--- src/rtl/i2c_tgt_pkg.sv ---
// Package: shared state encoding for the I2C register-file target.
package i2c_tgt_pkg;

    typedef enum logic [2:0] {
        ST_IDLE,   // waiting for a start condition, SDA released
        ST_ADDR,   // shifting in address and direction bit
        ST_AACK,   // acknowledging the address
        ST_IDX,    // shifting in the register index
        ST_IACK,   // acknowledging the index
        ST_DATA,   // driving the register byte
        ST_MACK,   // released, master's acknowledge clock
        ST_WAIT    // released, waiting for stop or start
    } tgt_state_t;

endpackage

--- src/rtl/i2c_bus_sync.sv ---
// Bus synchroniser: brings SCL and SDA into the clk domain and detects
// SCL edges plus start and stop conditions on the synchronised levels.
// Assumes both lines idle high; reset values are therefore 1.
module i2c_bus_sync #(
    parameter int SYNC_STAGES = 2
) (
    input  logic clk,
    input  logic rst_n,
    input  logic scl_i,
    input  logic sda_i,
    output logic scl_s,
    output logic sda_s,
    output logic scl_rise,
    output logic scl_fall,
    output logic start_evt,
    output logic stop_evt
);

    logic [SYNC_STAGES-1:0] scl_chain;
    logic [SYNC_STAGES-1:0] sda_chain;
    logic                   scl_prev;
    logic                   sda_prev;

    // Synchroniser chains plus one history flop for edge detection.
    always_ff @(posedge clk) begin
        if (!rst_n) begin
            scl_chain <= '1;
            sda_chain <= '1;
            scl_prev  <= 1'b1;
            sda_prev  <= 1'b1;
        end else begin
            scl_chain <= {scl_chain[SYNC_STAGES-2:0], scl_i};
            sda_chain <= {sda_chain[SYNC_STAGES-2:0], sda_i};
            scl_prev  <= scl_chain[SYNC_STAGES-1];
            sda_prev  <= sda_chain[SYNC_STAGES-1];
        end
    end

    // Edge and bus-condition decode from current and previous levels.
    always_comb begin
        scl_s     = scl_chain[SYNC_STAGES-1];
        sda_s     = sda_chain[SYNC_STAGES-1];
        scl_rise  = scl_s & ~scl_prev;
        scl_fall  = ~scl_s & scl_prev;
        start_evt = scl_s & scl_prev & sda_prev & ~sda_s;
        stop_evt  = scl_s & scl_prev & ~sda_prev & sda_s;
    end

endmodule

--- src/rtl/i2c_tgt_regbank.sv ---
// Register bank: NUM_REGS fixed bytes, value of entry k is
// (k*REG_STEP + REG_SEED) mod 256. Read is combinational by index.
// Assumes NUM_REGS is a power of two so every index value is valid.
module i2c_tgt_regbank #(
    parameter int NUM_REGS = 16,
    parameter int REG_STEP = 37,
    parameter int REG_SEED = 90,
    localparam int IDX_W   = $clog2(NUM_REGS)
) (
    input  logic [IDX_W-1:0] rd_idx,
    output logic [7:0]       rd_byte
);

    logic [7:0] bank [NUM_REGS];

    // One constant byte per entry, computed from the parameters.
    for (genvar k = 0; k < NUM_REGS; k++) begin : g_entry
        assign bank[k] = 8'((k * REG_STEP + REG_SEED) % 256);
    end

    // Indexed read.
    assign rd_byte = bank[rd_idx];

endmodule

--- src/rtl/i2c_tgt_fsm.sv ---
// Transaction sequencer: address match, index capture, data return.
// Samples SDA on synchronised SCL rising edges and changes its pull only
// on falling edges. Start and stop override every state.
module i2c_tgt_fsm
    import i2c_tgt_pkg::*;
#(
    parameter logic [6:0] TGT_ADDR = 7'h2A,
    parameter int         IDX_W    = 4
) (
    input  logic             clk,
    input  logic             rst_n,
    input  logic             sda_s,
    input  logic             scl_rise,
    input  logic             scl_fall,
    input  logic             start_evt,
    input  logic             stop_evt,
    input  logic [7:0]       rd_byte,
    output logic [IDX_W-1:0] rd_idx,
    output logic             sda_pull,
    output tgt_state_t       state,
    output logic [2:0]       bit_cnt
);

    logic [6:0] shift_in;
    logic [6:0] shift_out;
    logic [7:0] in_byte;

    // Byte completed by the bit sampled on this rising edge.
    assign in_byte = {shift_in, sda_s};

    // Main sequencer.
    always_ff @(posedge clk) begin
        if (!rst_n) begin
            state     <= ST_IDLE;
            bit_cnt   <= '0;
            shift_in  <= '0;
            shift_out <= '0;
            rd_idx    <= '0;
            sda_pull  <= 1'b0;
        end else if (start_evt || stop_evt) begin
            state    <= ST_ADDR;
            bit_cnt  <= '0;
            sda_pull <= 1'b0;
        end else begin
            case (state)
                ST_ADDR, ST_IDX: begin
                    if (scl_rise) begin
                        shift_in <= in_byte[6:0];
                        bit_cnt  <= bit_cnt + 3'd1;
                        if (bit_cnt == 3'd7) begin
                            if (state == ST_IDX) begin
                                rd_idx <= in_byte[IDX_W-1:0];
                                state  <= ST_IACK;
                            end else if (shift_in == TGT_ADDR) begin
                                state <= ST_AACK;
                            end else begin
                                state <= ST_IDLE;
                            end
                        end
                    end
                end
                ST_AACK: begin
                    if (scl_fall) begin
                        if (!sda_pull) begin
                            sda_pull <= 1'b1;
                        end else begin
                            sda_pull <= 1'b0;
                            bit_cnt  <= '0;
                            state    <= ST_IDX;
                        end
                    end
                end
                ST_IACK: begin
                    if (scl_fall) begin
                        if (!sda_pull) begin
                            sda_pull <= 1'b1;
                        end else begin
                            sda_pull  <= ~rd_byte[7];
                            shift_out <= rd_byte[6:0];
                            bit_cnt   <= '0;
                            state     <= ST_DATA;
                        end
                    end
                end
                ST_DATA: begin
                    if (scl_fall) begin
                        if (bit_cnt == 3'd7) begin
                            sda_pull <= 1'b0;
                            state    <= ST_MACK;
                        end else begin
                            sda_pull  <= ~shift_out[6];
                            shift_out <= {shift_out[5:0], 1'b0};
                            bit_cnt   <= bit_cnt + 3'd1;
                        end
                    end
                end
                ST_MACK: begin
                    if (scl_rise) begin
                        state <= ST_WAIT;
                    end
                end
                default: begin
                    sda_pull <= 1'b0;
                end
            endcase
        end
    end

endmodule

--- src/rtl/i2c_regfile_target.sv ---
// I2C register-file target top: synchroniser, sequencer and register bank.
// Drives SDA only as an open-drain pull; the bus is assumed to be a
// wired-AND through an external pull-up.
module i2c_regfile_target
    import i2c_tgt_pkg::*;
#(
    parameter logic [6:0] TGT_ADDR    = 7'h2A,
    parameter int         NUM_REGS    = 16,
    parameter int         REG_STEP    = 37,
    parameter int         REG_SEED    = 90,
    parameter int         SYNC_STAGES = 2,
    localparam int        IDX_W       = $clog2(NUM_REGS)
) (
    input  logic clk,
    input  logic rst_n,
    input  logic scl_i,
    input  logic sda_i,
    output logic sda_pull_o
);

    logic             scl_sync;
    logic             sda_sync;
    logic             scl_rise;
    logic             scl_fall;
    logic             start_evt;
    logic             stop_evt;
    logic [IDX_W-1:0] rd_idx;
    logic [7:0]       rd_byte;
    tgt_state_t       state;
    logic [2:0]       bit_cnt;

    i2c_bus_sync #(
        .SYNC_STAGES (SYNC_STAGES)
    ) u_sync (
        .clk       (clk),
        .rst_n     (rst_n),
        .scl_i     (scl_i),
        .sda_i     (sda_i),
        .scl_s     (scl_sync),
        .sda_s     (sda_sync),
        .scl_rise  (scl_rise),
        .scl_fall  (scl_fall),
        .start_evt (start_evt),
        .stop_evt  (stop_evt)
    );

    i2c_tgt_fsm #(
        .TGT_ADDR (TGT_ADDR),
        .IDX_W    (IDX_W)
    ) u_fsm (
        .clk       (clk),
        .rst_n     (rst_n),
        .sda_s     (sda_sync),
        .scl_rise  (scl_rise),
        .scl_fall  (scl_fall),
        .start_evt (start_evt),
        .stop_evt  (stop_evt),
        .rd_byte   (rd_byte),
        .rd_idx    (rd_idx),
        .sda_pull  (sda_pull_o),
        .state     (state),
        .bit_cnt   (bit_cnt)
    );

    i2c_tgt_regbank #(
        .NUM_REGS (NUM_REGS),
        .REG_STEP (REG_STEP),
        .REG_SEED (REG_SEED)
    ) u_bank (
        .rd_idx  (rd_idx),
        .rd_byte (rd_byte)
    );

endmodule

--- config.mk ---
export PLATFORM = sky130hd
export DESIGN_NAME = i2c_regfile_target
export DESIGN_NICKNAME = d
export VERILOG_FILES = /design/src/rtl/i2c_tgt_pkg.sv /design/src/rtl/i2c_bus_sync.sv /design/src/rtl/i2c_tgt_regbank.sv /design/src/rtl/i2c_tgt_fsm.sv /design/src/rtl/i2c_regfile_target.sv
export SDC_FILE = /design/constraint.sdc
export NUM_CORES = 1
export LEC_CHECK = 0
export BUFFER_PORTS_ARGS = -buffer_cell sky130_fd_sc_hd__buf_2
export CORE_MARGIN = 3
export CORE_UTILIZATION = 38
export CTS_CLUSTER_SIZE = 30
export DETAILED_ROUTE_END_ITERATION = 10
export SLEW_MARGIN = 20
export SYNTH_ARGS = -nofsm -noshare
export SYNTH_HDL_FRONTEND = slang
export SYNTH_SLANG_ARGS = --single-unit
--- constraint.sdc ---
create_clock -name clk -period 2.1 [get_ports clk]
set_clock_uncertainty 0.05 [all_clocks]
set_input_delay 0.105 -clock clk [delete_from_list [all_inputs] [get_ports clk]]
set_output_delay 0.105 -clock clk [all_outputs]
set_load 0.005 [all_outputs]
==> qor.yml <==
yosys:
  syn_avg_cell_area_sq_um: 8.89
  ys_async_sr_fraction: 0
  ys_top_cells_by_area: "dfxtp_1 37%, mux2i_1 6.5%, ha_1 5.9%, nand2_1 5.6%, nand2b_1 4.4%"
  netlist_area_sq_um: 1690
  yosysSeqAreaShare: 0.367
  postSynthCellCount: 190
  synth_nets: 202
  synth_top_area_frac: 0.367
  synth_area_leader_cell: "dfxtp_1"
  synth-edff-count: 0
  yosysUniqueCellTypes: 44
  synthFlopType: "dfxtp_1"
  yosysWarnings: 0
  ys_ff_latch: 31
hold_path:
  hp-start: "rst_n"
  hold_path.class: "input pin to flop"
  whs_path_depth: 2
setup_path:
  worstPathMaxFanout: 7
  cp.required_ns: 2.29
  worst-endpoint-arrival_ns: 2.16
  startpoint_type: "flop"
  crit_slowest_cell: "dfxtp_1"
  r2r_start: "u_fsm.rd_idx[1]$_SDFFE_PN0P_"
  cp_num_cells: 5
  r2r_cells: 5
  timing.rr.end: "u_fsm.shift_out[6]$_SDFFE_PN0P_"
  crit_end: "u_fsm.shift_out[6]$_SDFFE_PN0P_"
  crit_buf_inv: 1
  critPathCaptureType: "flop"
  path_cells: "inv_1 -> ha_1 -> mux4_2 -> o211ai_1 -> o211a_1"
  path_delay_family: "flip-flops"
  crit_type: "flop to flop"
  slowest_delay_ns: 0.48
  crit_start: "u_fsm.rd_idx[1]$_SDFFE_PN0P_"
  rrSetupSlack_ns: 0.13
power_and_ir_drop:
  leakagePower_nw: 0.707
  p_per_area_nw_per_um2: 673
  vdd_drop_max_uv: 475
  power_mw: 1.27
clocking:
  root_buffer: "clkbuf_8"
  clk_pin_slew_ns: 0.06
  cts_num_sinks: 31
  ctsLongestPathBuffers: 2
  numCtsBuffers: 5
  htreeDepth: 2
  cts_tree: "done"
  post_cts_resized: 0
  cts_setup_buffers: 0
  insertion_delay_ns: 0.29
timing:
  hold_violations: 0
  drv_slew: 0
  finalSetupViolCount: 0
  finalCritPeriodShare: 0.937
  fin_crit_ns: 1.97
  rsz0062_at_grt: "false"
  fmax_ghz: 0.508
  max_slew_margin: 0.671
  finalSetupTns_ns: 0
  worst_pin_slew_ns: 0.493
floorplan:
  boundaryPins: 5
  die_w_um: 72.7
  dieHeight_um: 72.7
  rows: 23
  initial_core_util: 0.408
  core-area_sq_um: 4140
  die_area_sq_um: 5280
drt:
  drtIter0Drc: 70
  vias_per_cell: 5.47
  wl_um: 3520
  post_drt_wl_per_cell_um: 14.2
  drc: 0
  vias: 1356
  firstDrtPassIters: 4
  drtAntennaViolNets: 0
placed_design:
  portBuffers: 4
  dp_hpwl_um: 2490
  place_area_sq_um: 1750
  place.gp.congestion: 0.914
layout:
  syn2layout_area_growth_pct: 11.8
  design_area_sq_um: 1890
  nets: 209
  post-route-util: 0.456
  diodes: 0
  drive_above_1_share: 0.131
grt:
  grt_usage: 0.147
  grt_pass1_vias: 1264
  antenna_found_initial: 0
  grt_pass1_wl_um: 5910
  grt_max_degree: 16
  grt-ovfl-total: 0
run_status:
  status: "finished clean"
flow_run:
  maxCapViolCount: 0
flip-flops by register name, indices dropped and copies added (netlist names), 2 cells and up:
signal and count:
u_fsm.bit_cnt 3, u_fsm.rd_idx 4, u_fsm.shift_in 7, u_fsm.shift_out 7
u_fsm.state 3, u_sync.scl_chain 2, u_sync.sda_chain 2
per-layer routing:
layer	track usage	part of all wire	vias up
li1	-	-	686
met4	0.0615	0.019	0
met2	0.234	0.46	35
met1	0.181	0.46	628
met3	0.0510	0.055	7
met5	0	0	-
stage by stage:
| stage | setup WS [ns] | hold WS, ns | instances |
|---|---|---|---|
| floorplan | 0.374 | 0.156 | 190 |
| detailed placement | 0.140 | 0.239 | 238 |
| finish | 0.131 | 0.0557 | 248 |
| global placement | 0.228 | 0.239 | 238 |
| CTS | 0.128 | 0.0526 | 248 |
| global route | 0.00579 | 0.0520 | 248 |
cell usage after synthesis (all sizes together), types with 4 or more instances:
master,n
dfxtp,31
buf,9
inv,4
nand2,26
a211oi,4
a21oi,13
nor2,13
nor2b,4
nand3,4
a31oi,4
mux2i,11
nand2b,12
o21ai,5
ha,8
cells by family after synthesis:
family          after synthesis  share of synthesized area
compound gates               44                      0.179
xor+xnor                      2                     0.0104
fa+ha+maj                     9                     0.0652
buf+inv                      17                     0.0504
flops                        31                      0.367
mux                          14                     0.0919
simple gates                 73                      0.236
layout by cell type, fill, tap and decap left out, types with 6 or more instances in the layout:
| master | netlist | layout |
|---|---|---|
| a21oi_1 | 13 | 13 |
| buf_4 | 4 | 6 |
| clkbuf_8 | 0 | 6 |
| dfxtp_1 | 31 | 31 |
| ha_1 | 8 | 8 |
| mux2i_1 | 11 | 11 |
| nand2_1 | 25 | 25 |
| nand2b_1 | 12 | 12 |
| nor2_1 | 13 | 13 |
cell type report:
cell class	count	area (sq um)
Sequential cell	31	621
Tap cell	50	62.6
Timing Repair Buffer	12	85.1
Inverter	5	18.8
Multi-Input combinational cell	142	983
Clock buffer	6	82.6
Clock inverter	2	35.0
Fill cell	414	2260
power breakdown:
group / leakage (nW) / total, mW / switching [mW] / internal, mW
registers: 0.251 / 0.606 / 0.00948 / 0.596
logic: 0.395 / 0.0553 / 0.0294 / 0.0259
clock network: 0.0612 / 0.610 / 0.226 / 0.383
worst min path at each step:
stage,endpoint,slack [ns]
global route,u_sync.scl_chain[1]$_SDFF_PN1_,0.05
CTS,u_sync.sda_prev$_SDFF_PN1_,0.05
finish,u_sync.sda_prev$_SDFF_PN1_,0.06
global placement,u_sync.scl_chain[0]$_SDFF_PN1_,0.24
detailed placement,u_sync.sda_chain[0]$_SDFF_PN1_,0.24
floorplan,u_sync.scl_chain[0]$_SDFF_PN1_,0.16
timing repair:
action                                  CTS  global route
endpoints found under the hold margin     2             0
endpoints found under the setup margin    0             0
hold buffers                              2             0
No activity file was read; power rests on OpenSTA's default activity.
